[src/rtl/fbl_pkg.sv]
package fbl_pkg;

   typedef enum logic {
      SRC_INPUT = 1'b0,
      SRC_PEND  = 1'b1
   } fbl_src_e;

   function automatic int fbl_w(input int n);
      return (n <= 1) ? 1 : $clog2(n);
   endfunction

endpackage

[src/rtl/fbl_addr_map.sv]
module fbl_addr_map #(
   parameter int          ROW_W        = 6,
   parameter int          ROW_LO_W     = 2,
   parameter int          BANK_W       = 3,
   parameter int          COL_W        = 2,
   parameter int          COL_PW       = 2,
   parameter int          IDX_W        = 5,
   parameter int          SPARE_BITS   = 4,
   parameter logic [31:0] ROW_INV_MASK = '0,
   parameter int          ADDR_W       = 9,
   parameter int          BIT_W        = 8
) (
   input  logic [ROW_W-1:0]  row,
   input  logic [BANK_W-1:0] bank,
   input  logic [COL_PW-1:0] col,
   input  logic [IDX_W-1:0]  cmp_idx,
   output logic [ADDR_W-1:0] word_addr,
   output logic [BIT_W-1:0]  bit_idx
);

   localparam logic [ROW_W-1:0] INV    = ROW_INV_MASK[ROW_W-1:0];
   localparam logic [ROW_W-1:0] LO_MSK = ROW_W'((64'(1) << ROW_LO_W) - 64'(1));
   localparam int               HI_SH  = BANK_W + ROW_LO_W;

   logic [ROW_W-1:0]  phys_row;
   logic [ADDR_W-1:0] hi_part;
   logic [ADDR_W-1:0] bank_part;
   logic [ADDR_W-1:0] lo_part;

   // scramble: selected row bits flip before assembly
   assign phys_row  = row ^ INV;
   assign hi_part   = ADDR_W'(phys_row >> ROW_LO_W) << HI_SH;
   assign bank_part = ADDR_W'(bank) << ROW_LO_W;
   assign lo_part   = ADDR_W'(phys_row & LO_MSK);
   assign word_addr = hi_part | bank_part | lo_part;

   generate
      if (COL_W > 0) begin : g_mux
         // interleave: comparator k of column c sits at k*M + c
         assign bit_idx = BIT_W'({cmp_idx, col[COL_W-1:0]}) + BIT_W'(SPARE_BITS);
      end else begin : g_nomux
         logic unused_col;
         assign unused_col = ^col;
         assign bit_idx    = BIT_W'(cmp_idx) + BIT_W'(SPARE_BITS);
      end
   endgenerate

endmodule

[src/rtl/fbl_pick.sv]
module fbl_pick
   import fbl_pkg::*;
#(
   parameter int ROW_W  = 6,
   parameter int BANK_W = 3,
   parameter int COL_PW = 2,
   parameter int CMP_N  = 32,
   parameter int IDX_W  = 5
) (
   input  logic              clk,
   input  logic              rst_n,
   input  logic              clear,
   input  logic              in_valid,
   input  logic [ROW_W-1:0]  in_row,
   input  logic [BANK_W-1:0] in_bank,
   input  logic [COL_PW-1:0] in_col,
   input  logic [CMP_N-1:0]  in_vec,
   output logic              ready,
   output logic              sel_valid,
   output logic [IDX_W-1:0]  sel_idx,
   output logic [ROW_W-1:0]  sel_row,
   output logic [BANK_W-1:0] sel_bank,
   output logic [COL_PW-1:0] sel_col
);

   logic [CMP_N-1:0]  pend_vec;
   logic [ROW_W-1:0]  pend_row;
   logic [BANK_W-1:0] pend_bank;
   logic [COL_PW-1:0] pend_col;

   fbl_src_e          src;
   logic              take;
   logic [CMP_N-1:0]  work_vec;
   logic [CMP_N-1:0]  low_oh;

   assign ready = (pend_vec == '0);
   assign src   = ready ? SRC_INPUT : SRC_PEND;
   assign take  = in_valid && ready && !clear;

   always_comb begin
      if (src == SRC_PEND) begin
         work_vec = pend_vec;
         sel_row  = pend_row;
         sel_bank = pend_bank;
         sel_col  = pend_col;
      end else begin
         work_vec = take ? in_vec : '0;
         sel_row  = in_row;
         sel_bank = in_bank;
         sel_col  = in_col;
      end
   end

   assign low_oh    = work_vec & (~work_vec + CMP_N'(1));
   assign sel_valid = (work_vec != '0) && !clear;

   always_comb begin
      sel_idx = '0;
      for (int i = CMP_N - 1; i >= 0; i--) begin
         if (work_vec[i]) sel_idx = IDX_W'(i);
      end
   end

   always_ff @(posedge clk or negedge rst_n) begin
      if (!rst_n) begin
         pend_vec  <= '0;
         pend_row  <= '0;
         pend_bank <= '0;
         pend_col  <= '0;
      end else if (clear) begin
         pend_vec  <= '0;
      end else begin
         pend_vec <= work_vec & ~low_oh;
         if (take) begin
            pend_row  <= in_row;
            pend_bank <= in_bank;
            pend_col  <= in_col;
         end
      end
   end

endmodule

[src/rtl/fbl_log_store.sv]
module fbl_log_store #(
   parameter int ADDR_W    = 9,
   parameter int BIT_W     = 8,
   parameter int LOG_DEPTH = 8,
   parameter int CNT_W     = 12,
   parameter int LIDX_W    = 3,
   parameter int LCNT_W    = 4
) (
   input  logic              clk,
   input  logic              rst_n,
   input  logic              clear,
   input  logic [CNT_W-1:0]  limit_in,
   input  logic              wr_valid,
   input  logic [ADDR_W-1:0] wr_addr,
   input  logic [BIT_W-1:0]  wr_bit,
   input  logic [LIDX_W-1:0] rd_idx,
   output logic              rd_valid,
   output logic [ADDR_W-1:0] rd_addr,
   output logic [BIT_W-1:0]  rd_bit,
   output logic [LCNT_W-1:0] log_cnt,
   output logic [CNT_W-1:0]  ovf_cnt,
   output logic              stop_req
);

   localparam logic [CNT_W-1:0]  CMAX = '1;
   localparam logic [LCNT_W-1:0] FULL = LCNT_W'(LOG_DEPTH);

   logic [ADDR_W-1:0] addr_mem [LOG_DEPTH];
   logic [BIT_W-1:0]  bit_mem  [LOG_DEPTH];
   logic [CNT_W-1:0]  limit_q;
   logic [CNT_W-1:0]  err_cnt;
   logic [CNT_W-1:0]  err_nxt;
   logic              full;

   assign full    = (log_cnt == FULL);
   assign err_nxt = (wr_valid && err_cnt != CMAX) ? err_cnt + CNT_W'(1) : err_cnt;

   always_ff @(posedge clk) begin
      if (wr_valid && !full && !clear) begin
         addr_mem[log_cnt[LIDX_W-1:0]] <= wr_addr;
         bit_mem[log_cnt[LIDX_W-1:0]]  <= wr_bit;
      end
   end

   always_ff @(posedge clk or negedge rst_n) begin
      if (!rst_n) begin
         log_cnt  <= '0;
         ovf_cnt  <= '0;
         err_cnt  <= '0;
         limit_q  <= '0;
         stop_req <= 1'b0;
      end else if (clear) begin
         log_cnt  <= '0;
         ovf_cnt  <= '0;
         err_cnt  <= '0;
         limit_q  <= limit_in;
         stop_req <= 1'b0;
      end else begin
         err_cnt <= err_nxt;
         if (limit_q != '0 && err_nxt == limit_q) stop_req <= 1'b1;
         if (wr_valid) begin
            if (!full)                log_cnt <= log_cnt + LCNT_W'(1);
            else if (ovf_cnt != CMAX) ovf_cnt <= ovf_cnt + CNT_W'(1);
         end
      end
   end

   assign rd_valid = (LCNT_W'(rd_idx) < log_cnt);
   assign rd_addr  = rd_valid ? addr_mem[rd_idx] : '0;
   assign rd_bit   = rd_valid ? bit_mem[rd_idx] : '0;

endmodule

[src/rtl/fail_bitmap_logger.sv]
module fail_bitmap_logger
   import fbl_pkg::*;
#(
   parameter int          ROW_W        = 6,
   parameter int          ROW_LO_W     = 2,
   parameter int          BANK_W       = 3,
   parameter int          COL_W        = 2,
   parameter int          CMP_N        = 32,
   parameter int          SPARE_BITS   = 4,
   parameter int          LOG_DEPTH    = 8,
   parameter int          CNT_W        = 12,
   parameter logic [31:0] ROW_INV_MASK = '0,
   localparam int         MUX_M        = 1 << COL_W,
   localparam int         COL_PW       = (COL_W > 0) ? COL_W : 1,
   localparam int         IDX_W        = fbl_w(CMP_N),
   localparam int         ADDR_W       = ROW_W + BANK_W,
   localparam int         BIT_W        = fbl_w(CMP_N * MUX_M + SPARE_BITS),
   localparam int         LIDX_W       = fbl_w(LOG_DEPTH),
   localparam int         LCNT_W       = fbl_w(LOG_DEPTH + 1)
) (
   input  logic              clk,
   input  logic              rst_n,
   input  logic              run_start,
   input  logic [CNT_W-1:0]  err_limit,
   input  logic              fail_valid,
   input  logic [ROW_W-1:0]  fail_row,
   input  logic [BANK_W-1:0] fail_bank,
   input  logic [COL_PW-1:0] fail_col,
   input  logic [CMP_N-1:0]  fail_vec,
   output logic              fail_ready,
   output logic              stop_req,
   input  logic [LIDX_W-1:0] rd_idx,
   output logic              rd_valid,
   output logic [ADDR_W-1:0] rd_addr,
   output logic [BIT_W-1:0]  rd_bit,
   output logic [LCNT_W-1:0] log_cnt,
   output logic [CNT_W-1:0]  ovf_cnt
);

   generate
      if (ROW_LO_W < 0 || ROW_LO_W > ROW_W) begin : g_bad_lo
         $error("ROW_LO_W must lie in 0..ROW_W");
      end
      if (ROW_W < 1 || BANK_W < 1 || CMP_N < 1) begin : g_bad_w
         $error("ROW_W, BANK_W and CMP_N must be at least 1");
      end
      if (COL_W < 0 || COL_W > 8) begin : g_bad_col
         $error("COL_W must lie in 0..8");
      end
      if (LOG_DEPTH < 1 || LOG_DEPTH > 1024 || CNT_W < 2) begin : g_bad_log
         $error("LOG_DEPTH must lie in 1..1024 and CNT_W be at least 2");
      end
      if (SPARE_BITS < 0) begin : g_bad_spare
         $error("SPARE_BITS must not be negative");
      end
   endgenerate

   logic              sel_valid;
   logic [IDX_W-1:0]  sel_idx;
   logic [ROW_W-1:0]  sel_row;
   logic [BANK_W-1:0] sel_bank;
   logic [COL_PW-1:0] sel_col;
   logic [ADDR_W-1:0] map_addr;
   logic [BIT_W-1:0]  map_bit;

   fbl_pick #(
      .ROW_W  (ROW_W),
      .BANK_W (BANK_W),
      .COL_PW (COL_PW),
      .CMP_N  (CMP_N),
      .IDX_W  (IDX_W)
   ) u_pick (
      .clk       (clk),
      .rst_n     (rst_n),
      .clear     (run_start),
      .in_valid  (fail_valid),
      .in_row    (fail_row),
      .in_bank   (fail_bank),
      .in_col    (fail_col),
      .in_vec    (fail_vec),
      .ready     (fail_ready),
      .sel_valid (sel_valid),
      .sel_idx   (sel_idx),
      .sel_row   (sel_row),
      .sel_bank  (sel_bank),
      .sel_col   (sel_col)
   );

   fbl_addr_map #(
      .ROW_W        (ROW_W),
      .ROW_LO_W     (ROW_LO_W),
      .BANK_W       (BANK_W),
      .COL_W        (COL_W),
      .COL_PW       (COL_PW),
      .IDX_W        (IDX_W),
      .SPARE_BITS   (SPARE_BITS),
      .ROW_INV_MASK (ROW_INV_MASK),
      .ADDR_W       (ADDR_W),
      .BIT_W        (BIT_W)
   ) u_map (
      .row       (sel_row),
      .bank      (sel_bank),
      .col       (sel_col),
      .cmp_idx   (sel_idx),
      .word_addr (map_addr),
      .bit_idx   (map_bit)
   );

   fbl_log_store #(
      .ADDR_W    (ADDR_W),
      .BIT_W     (BIT_W),
      .LOG_DEPTH (LOG_DEPTH),
      .CNT_W     (CNT_W),
      .LIDX_W    (LIDX_W),
      .LCNT_W    (LCNT_W)
   ) u_store (
      .clk      (clk),
      .rst_n    (rst_n),
      .clear    (run_start),
      .limit_in (err_limit),
      .wr_valid (sel_valid),
      .wr_addr  (map_addr),
      .wr_bit   (map_bit),
      .rd_idx   (rd_idx),
      .rd_valid (rd_valid),
      .rd_addr  (rd_addr),
      .rd_bit   (rd_bit),
      .log_cnt  (log_cnt),
      .ovf_cnt  (ovf_cnt),
      .stop_req (stop_req)
   );

endmodule

[config.mk]
export PLATFORM = sky130hd
export DESIGN_NAME = fail_bitmap_logger
export DESIGN_NICKNAME = d
export VERILOG_FILES = /design/src/rtl/fbl_pkg.sv /design/src/rtl/fbl_addr_map.sv /design/src/rtl/fbl_pick.sv /design/src/rtl/fbl_log_store.sv /design/src/rtl/fail_bitmap_logger.sv
export SDC_FILE = /design/constraint.sdc
export NUM_CORES = 1
export LEC_CHECK = 0
export CAP_MARGIN = 40
export CORE_MARGIN = 5
export CORE_UTILIZATION = 58
export DETAILED_ROUTE_END_ITERATION = 10
export DONT_BUFFER_PORTS = 1
export PLACE_DENSITY = 0.79
export RECOVER_POWER = 25
export SKIP_LAST_GASP = 1
export SLEW_MARGIN = 10
export SYNTH_ARGS = -nofsm -noshare
export SYNTH_HDL_FRONTEND = slang
export SYNTH_SLANG_ARGS = --single-unit
[constraint.sdc]
create_clock -name clk -period 4.16 [get_ports clk]
set_input_delay 0.416 -clock clk [delete_from_list [all_inputs] [get_ports clk]]
set_output_delay 0.416 -clock clk [all_outputs]
set_load 0.05 [all_outputs]
# After elaboration in Yosys (flattened, before gate mapping)
# Memories as Yosys holds them, arrays and structs flattened.
# Index checks and enable logic that the tools add are counted.
[totals]
reg_bits = 84
latch_bits = 0
ram_bits = 136
mem_bits_ro = 0
in_bits = 62
out_inout_bits = 36
wordCells = 101
mem_count = 2
[memory_table]
columns = ["name", "depth", "width", "read_ports", "rd_clocked_by_memory_dff", "write_ports", "line_no", "text"]
rows = [
  ["u_store.addr_mem", 8, 9, 1, 0, 1, "fbl_log_store.sv:28", "logic [ADDR_W-1:0] addr_mem [LOG_DEPTH];"],
  ["u_store.bit_mem", 8, 8, 1, 0, 1, "fbl_log_store.sv:29", "logic [BIT_W-1:0] bit_mem [LOG_DEPTH];"],
]
[classes]
add_sub_neg = 5
multipliers = 0
n_div = 0
magnitude_cmp = 1
n_eq_ne = 5
shift = 0
n_mux = 53
n_bitwise = 7
n_reduce_logical = 19
[op_table]
columns = ["op", "n"]
rows = [
  ["$mux W5", 32],
  ["$mux W32", 3],
  ["$mux W12", 6],
  ["$and A32 B32 Y32", 2],
  ["$not A32 Y32", 2],
  ["$add A32 B1 Y32 const B", 1],
  ["$logic_not A32 Y1", 1],
  ["$reduce_bool A32 Y1", 1],
  ["$add A12 B1 Y12 const B", 2],
  ["$ne A12 B12 Y1 const B", 2],
  ["$eq A12 B12 Y1", 1],
  ["$mux W4", 3],
  ["$reduce_bool A12 Y1", 1],
  ["$mux W9", 1],
  ["$or A9 B2 Y9", 1],
  ["$or A9 B5 Y9", 1],
  ["$add A7 B3 Y8 const B", 1],
  ["$mux W8", 1],
  ["$reduce_bool A2 Y1", 4],
  ["$logic_and A1 B1 Y1", 7],
  ["$mux W6", 1],
  ["$add A4 B1 Y4 const B", 1],
  ["$eq A4 B4 Y1 const B", 1],
  ["$lt A3 B4 Y1", 1],
  ["other kinds (8)", 13],
]

# Depth between registers and ports, before layout
[logic_depth]
word_depth = 38
ltp_mapped = 14
mapped_depth_nobuf = 11

# Cells and area by module
# From an unflattened synthesis, not the netlist that was laid out.
[unflattened]
cells_unflattened = 806
area_unflattened_um2 = 10551.4
[modules_own_cells]
columns = ["mod", "n_inst", "cells_per_inst", "area_per_inst_um2", "seq_area_each_um2"]
rows = [
  ["fbl_log_store", 1, 468, 7544.7, 5109.9],
  ["fbl_pick", 1, 317, 2859.0, 1051.0],
  ["fbl_addr_map", 1, 21, 147.6, 0.0],
]

# Least setup slack after synthesis
# Ideal clock, no wire load.
[synth_timing]
path_kind = "register to register"
from = "register u_pick.pend_vec[9]"
to = "memory u_store.addr_mem[1][0], enable pin"
setup_time_ns = 0.435
t_arrival_ns = 3.719
t_required_ns = 3.725
path_slack_ns = 0.006
stages_incl_launch_ff = 11
n_path_buf = 3
period_less_slack_ns = 4.154
cell_sequence = "dfrtp_1 > nor4_4 > nand4_4 > o31a_1 > buf_6 > o211a_2 > buf_6 > buf_6 > nand2_1 > nand2_1 > nor4_1"
[synth_between]
elab_chain_len = 11
[synth_rtl]
columns = ["item", "line_no", "text"]
rows = [
  ["from (decl)", "fbl_pick.sv:26", "logic [CMP_N-1:0] pend_vec;"],
  ["from (signal assigned)", "fbl_pick.sv:73", "pend_vec <= work_vec & ~low_oh;"],
  ["$logic_not A32 Y1", "fbl_pick.sv:36", "assign ready = (pend_vec == '0);"],
  ["$logic_and A1 B1 Y1 (2 in a row)", "fbl_pick.sv:38", "assign take = in_valid && ready && !clear;"],
  ["$mux W32", "fbl_pick.sv:47", "work_vec = take ? in_vec : '0;"],
  ["$mux W32 (*)", "fbl_pick.sv:41", "if (src == SRC_PEND) begin"],
  ["$reduce_bool A32 Y1 (*)", "fbl_pick.sv:55", "assign sel_valid = (work_vec != '0) && !clear;"],
  ["$logic_and A1 B1 Y1 (*)", "fbl_pick.sv:55", ""],
  ["$logic_and A1 B1 Y1 (*) (2 in a row)", "fbl_log_store.sv:39", "if (wr_valid && !full && !clear) begin"],
  ["$mux W1 (*)", "fbl_log_store.sv:39", ""],
  ["$mux W1 (not written as such) (*)", "fbl_log_store.sv:40", "addr_mem[log_cnt[LIDX_W-1:0]] <= wr_addr;"],
  ["to (decl)", "fbl_log_store.sv:28", ""],
]
# Mark *: on every way between the ends. The rest lies on a longest branch, timed or not.

# Worst setup path in the final report
[layout_timing]
from = "register u_pick.pend_vec[17]"
to = "memory u_store.bit_mem[1][6] (data pin)"
[layout_between]
elab_chain_len = 38
elab_cells_between_ends = 39
cone_classes = "add/sub: 1; mux: 35; reduce/logical: 3"
[layout_rtl]
columns = ["item", "line_no", "text"]
rows = [
  ["$logic_not A32 Y1", "fbl_pick.sv:36", ""],
  ["$logic_and A1 B1 Y1 (2 in a row)", "fbl_pick.sv:38", ""],
  ["$mux W32", "fbl_pick.sv:47", ""],
  ["$mux W32", "fbl_pick.sv:41", ""],
  ["$mux W5 (32 in a row)", "fbl_pick.sv:60", "if (work_vec[i]) sel_idx = IDX_W'(i);"],
  ["$add A7 B3 Y8 (*)", "fbl_addr_map.sv:40", "assign bit_idx = BIT_W'({cmp_idx, col[COL_W-1:0]}) + BIT_W'(SPARE_BITS);"],
  ["via map_bit[6]", "fail_bitmap_logger.sv:64", "logic [BIT_W-1:0] map_bit;"],
  ["to (decl)", "fbl_log_store.sv:29", ""],
]
# The timed path passes the listed nets; every way through them passes the cells marked *.

==> flow_summary.json <==
{
  "setup_violations": 0,
  "path_buf_inv": 3,
  "met1_usage": 0.322,
  "min_period_over_period": 0.923,
  "cp_common_cell": "a2111oi_0",
  "status": "complete, but fails checks",
  "grt.busiest_layer": "met2",
  "die_y_um": 146,
  "antenna_found_initial": 0,
  "multi_input_area_um2": 4400,
  "worstSetupPathType": "register to register",
  "startpoint_type": "register",
  "r2r_cells": 13,
  "synth_top_cell_by_area": "edfxtp_1",
  "io_buffers": 0,
  "r2r-start": "u_pick.pend_vec[17]$_DFF_PN0_",
  "grt_max_degree": 84,
  "wl_um": 26400,
  "r2r-end": "u_store.bit_mem[1][6]$_DFFE_PP_",
  "grt_pass1_wl_um": 41800,
  "synth_area_um2": 10800,
  "cts_max_level": 1,
  "finalMaxSlewViolations": 84,
  "reg2reg_setup_slack_ps": 320,
  "syn2layout_area_growth_pct": 12.1,
  "yosysMostFrequentCell": "edfxtp_1",
  "hold_path_end": "u_pick.pend_row[0]$_DFFE_PN0P_",
  "ys_seq_elements": 219,
  "hold_class": "input port to register",
  "rsz0062_at_grt": "no",
  "drtIter0Drc": 858,
  "cts.clk_slew.worst_paths_ps": 60,
  "ys_seq_area_frac": 0.573,
  "place_congestion": 1.00,
  "fin_crit_ps": 3840,
  "cp_cell_sequence": "nor4_4 -> clkbuf_1 -> nand4_4 -> nor3_2 -> buf_4 -> a2111oi_0 -> a2111oi_0 -> nor4_1 -> o21ai_1 -> inv_1 -> ha_1 -> a21bo_2 -> o311a_1",
  "clk_latency_ps": 520,
  "diodes": 0,
  "cts_tree": "done",
  "fill_cells": 1273,
  "critPathTopFamily": "compound AO/OA/AOI/OAI gates",
  "yosys_most_used_dff": "edfxtp_1",
  "setup_tns_ps": 0,
  "synth_edf_count": 136,
  "core-area_um2": 18100,
  "worstPathRequired_ps": 4390,
  "die_x_um": 146,
  "maxCapViolations": 1,
  "gr-usage-met3": 0.0676,
  "routedWlPerCell_um": 22.9,
  "hold_violations": 0,
  "ys_types": 79,
  "dieArea_um2": 21400,
  "async_flop_share": 0.379,
  "rows": 49,
  "fin_worst_skew_ps": 12.2,
  "clk_path_buf_depth": 3,
  "worstMarginPinSlew_ps": 2080,
  "ys.warnings.count": 0,
  "layout-drive-gt1-share": 0.174,
  "cp.depth": 13,
  "io_pins": 98,
  "avgSynthCellArea_um2": 12.3,
  "crit_arrival_ps": 4070,
  "slowest_stage": "a2111oi_0",
  "finalNetCount": 980,
  "vias": 7494,
  "hpwl_um": 17600,
  "worstHoldStart": "fail_row[0]",
  "netlist_top_cells_area": "edfxtp_1 38%, dfrtp_1 19%, mux4_2 7.1%",
  "synth_top_area_frac": 0.380,
  "antenna_left": 0,
  "min_path_cells": 2,
  "cpPeakStageDelay_ps": 540,
  "start_util": 0.595,
  "slew_headroom": -0.385,
  "max_freq_mhz": 260,
  "synth_commonest_cells": "136 x edfxtp_1, 107 x nand2_1, 106 x nor2_1, 83 x dfrtp_1, 38 x a21oi_1",
  "vias_per_cell": 6.49,
  "firstDrtPassIters": 6,
  "worstPathMaxFanout": 20,
  "cts_inserted_buffers": 23,
  "regArea_um2": 6160,
  "grt.met2_usage": 0.401,
  "overflow": 0,
  "grt_pass1_vias": 7412,
  "drcViolationCount": 0,
  "netlist_instances": 873,
  "grt_usage": 0.245,
  "crit_path_end_kind": "register",
  "violations": "max-capacitance violations, max-slew violations",
  "clock-sinks": 219,
  "syn_nets": 942,
  "cts-root-buf": "clkbuf_16"
}
[worst max path at each step]
stage | startpoint | to
floorplan | u_pick.pend_vec[9]$_DFF_PN0_ | u_store.addr_mem[1][0]$_DFFE_PP_
global placement | u_pick.pend_vec[29]$_DFF_PN0_ | u_store.bit_mem[5][5]$_DFFE_PP_
detailed placement | u_pick.pend_vec[21]$_DFF_PN0_ | u_store.bit_mem[6][7]$_DFFE_PP_
CTS | u_pick.pend_vec[29]$_DFF_PN0_ | u_store.bit_mem[2][7]$_DFFE_PP_
global route | u_pick.pend_vec[29]$_DFF_PN0_ | u_store.bit_mem[1][6]$_DFFE_PP_
finish | u_pick.pend_vec[17]$_DFF_PN0_ | u_store.bit_mem[1][6]$_DFFE_PP_
[registers in the layout (all words and copies together), names as in the netlist]
register / flops
u_pick.pend_col: 2
u_pick.pend_bank: 3
u_store.stop_req: 1
u_pick.pend_row: 6
u_store.err_cnt: 12
u_store.limit_q: 12
u_pick.pend_vec: 31
u_store.addr_mem: 72
u_store.log_cnt: 4
u_store.bit_mem: 64
u_store.ovf_cnt: 12
[through the flow]
stage	setup slack, ps	utilization	area [um^2]	hold slack (ps)	cells
2_1_floorplan	6.08	-	10800	120	873
3_3_place_gp	418	0.619	11200	124	1103
3_5_place_dp	243	0.619	11200	123	1103
4_1_cts	283	0.667	12100	1.44	1155
5_1_grt	23.3	0.666	12100	16.0	1155
6_report	319	0.666	12100	12.3	1155
[kinds of logic after synthesis]
| kind of cell | count (synthesis) | synth area share |
|---|---|---|
| AND/OR/NAND/NOR | 330 | 0.152 |
| flip-flops | 219 | 0.573 |
| AO/OA/AOI/OAI | 160 | 0.110 |
| multiplexers | 68 | 0.104 |
| buffers and inverters | 53 | 0.0228 |
| XOR/XNOR | 36 | 0.0293 |
| adder cells (fa/ha/maj) | 7 | 0.00814 |
[cell usage in the layout (no fill, tap or decap), types with 10 or more instances in the layout]
| cell type | netlist | routed |
|---|---|---|
| mux2i_1 | 22 | 22 |
| nor3_1 | 30 | 25 |
| dfrtp_1 | 83 | 83 |
| a21oi_1 | 38 | 38 |
| dlygate4sd3_1 | 0 | 10 |
| mux4_2 | 34 | 34 |
| a211oi_1 | 10 | 10 |
| xnor2_1 | 20 | 19 |
| nand3_1 | 14 | 14 |
| clkbuf_16 | 0 | 23 |
| edfxtp_1 | 136 | 136 |
| nand2_1 | 107 | 107 |
| nor2_1 | 106 | 106 |
| o21ai_0 | 30 | 30 |
| mux2_2 | 12 | 12 |
| and3_1 | 13 | 13 |
| buf_4 | 4 | 45 |
| xor2_1 | 16 | 15 |
[what timing repair did]
item	4_1_cts	5_1_grt
buffers inserted	0	0
endpoints found under the setup margin	0	32
hold buffers	12	0
resized for setup	0	5
endpoints found under the hold margin	144	0
[per-layer routing]
layer,vias to the layer above,wire (um),part of all wire
met4,0,903,0.034
met2,339,12800,0.49
met1,3703,10300,0.39
met5,-,0,0
met3,70,2340,0.089
li1,3382,-,-
[area by class of cell]
type | count | area share
Sequential cell | 219 | 0.511
Multi-Input combinational cell | 601 | 0.365
Clock buffer | 31 | 0.0511
Timing Repair Buffer | 58 | 0.0387
Tap cell | 229 | 0.0238
Clock inverter | 9 | 0.00748
Inverter | 8 | 0.00249
Power is not shown: default switching activity piles up to over one toggle a cycle in this logic, so the estimate is an artifact.
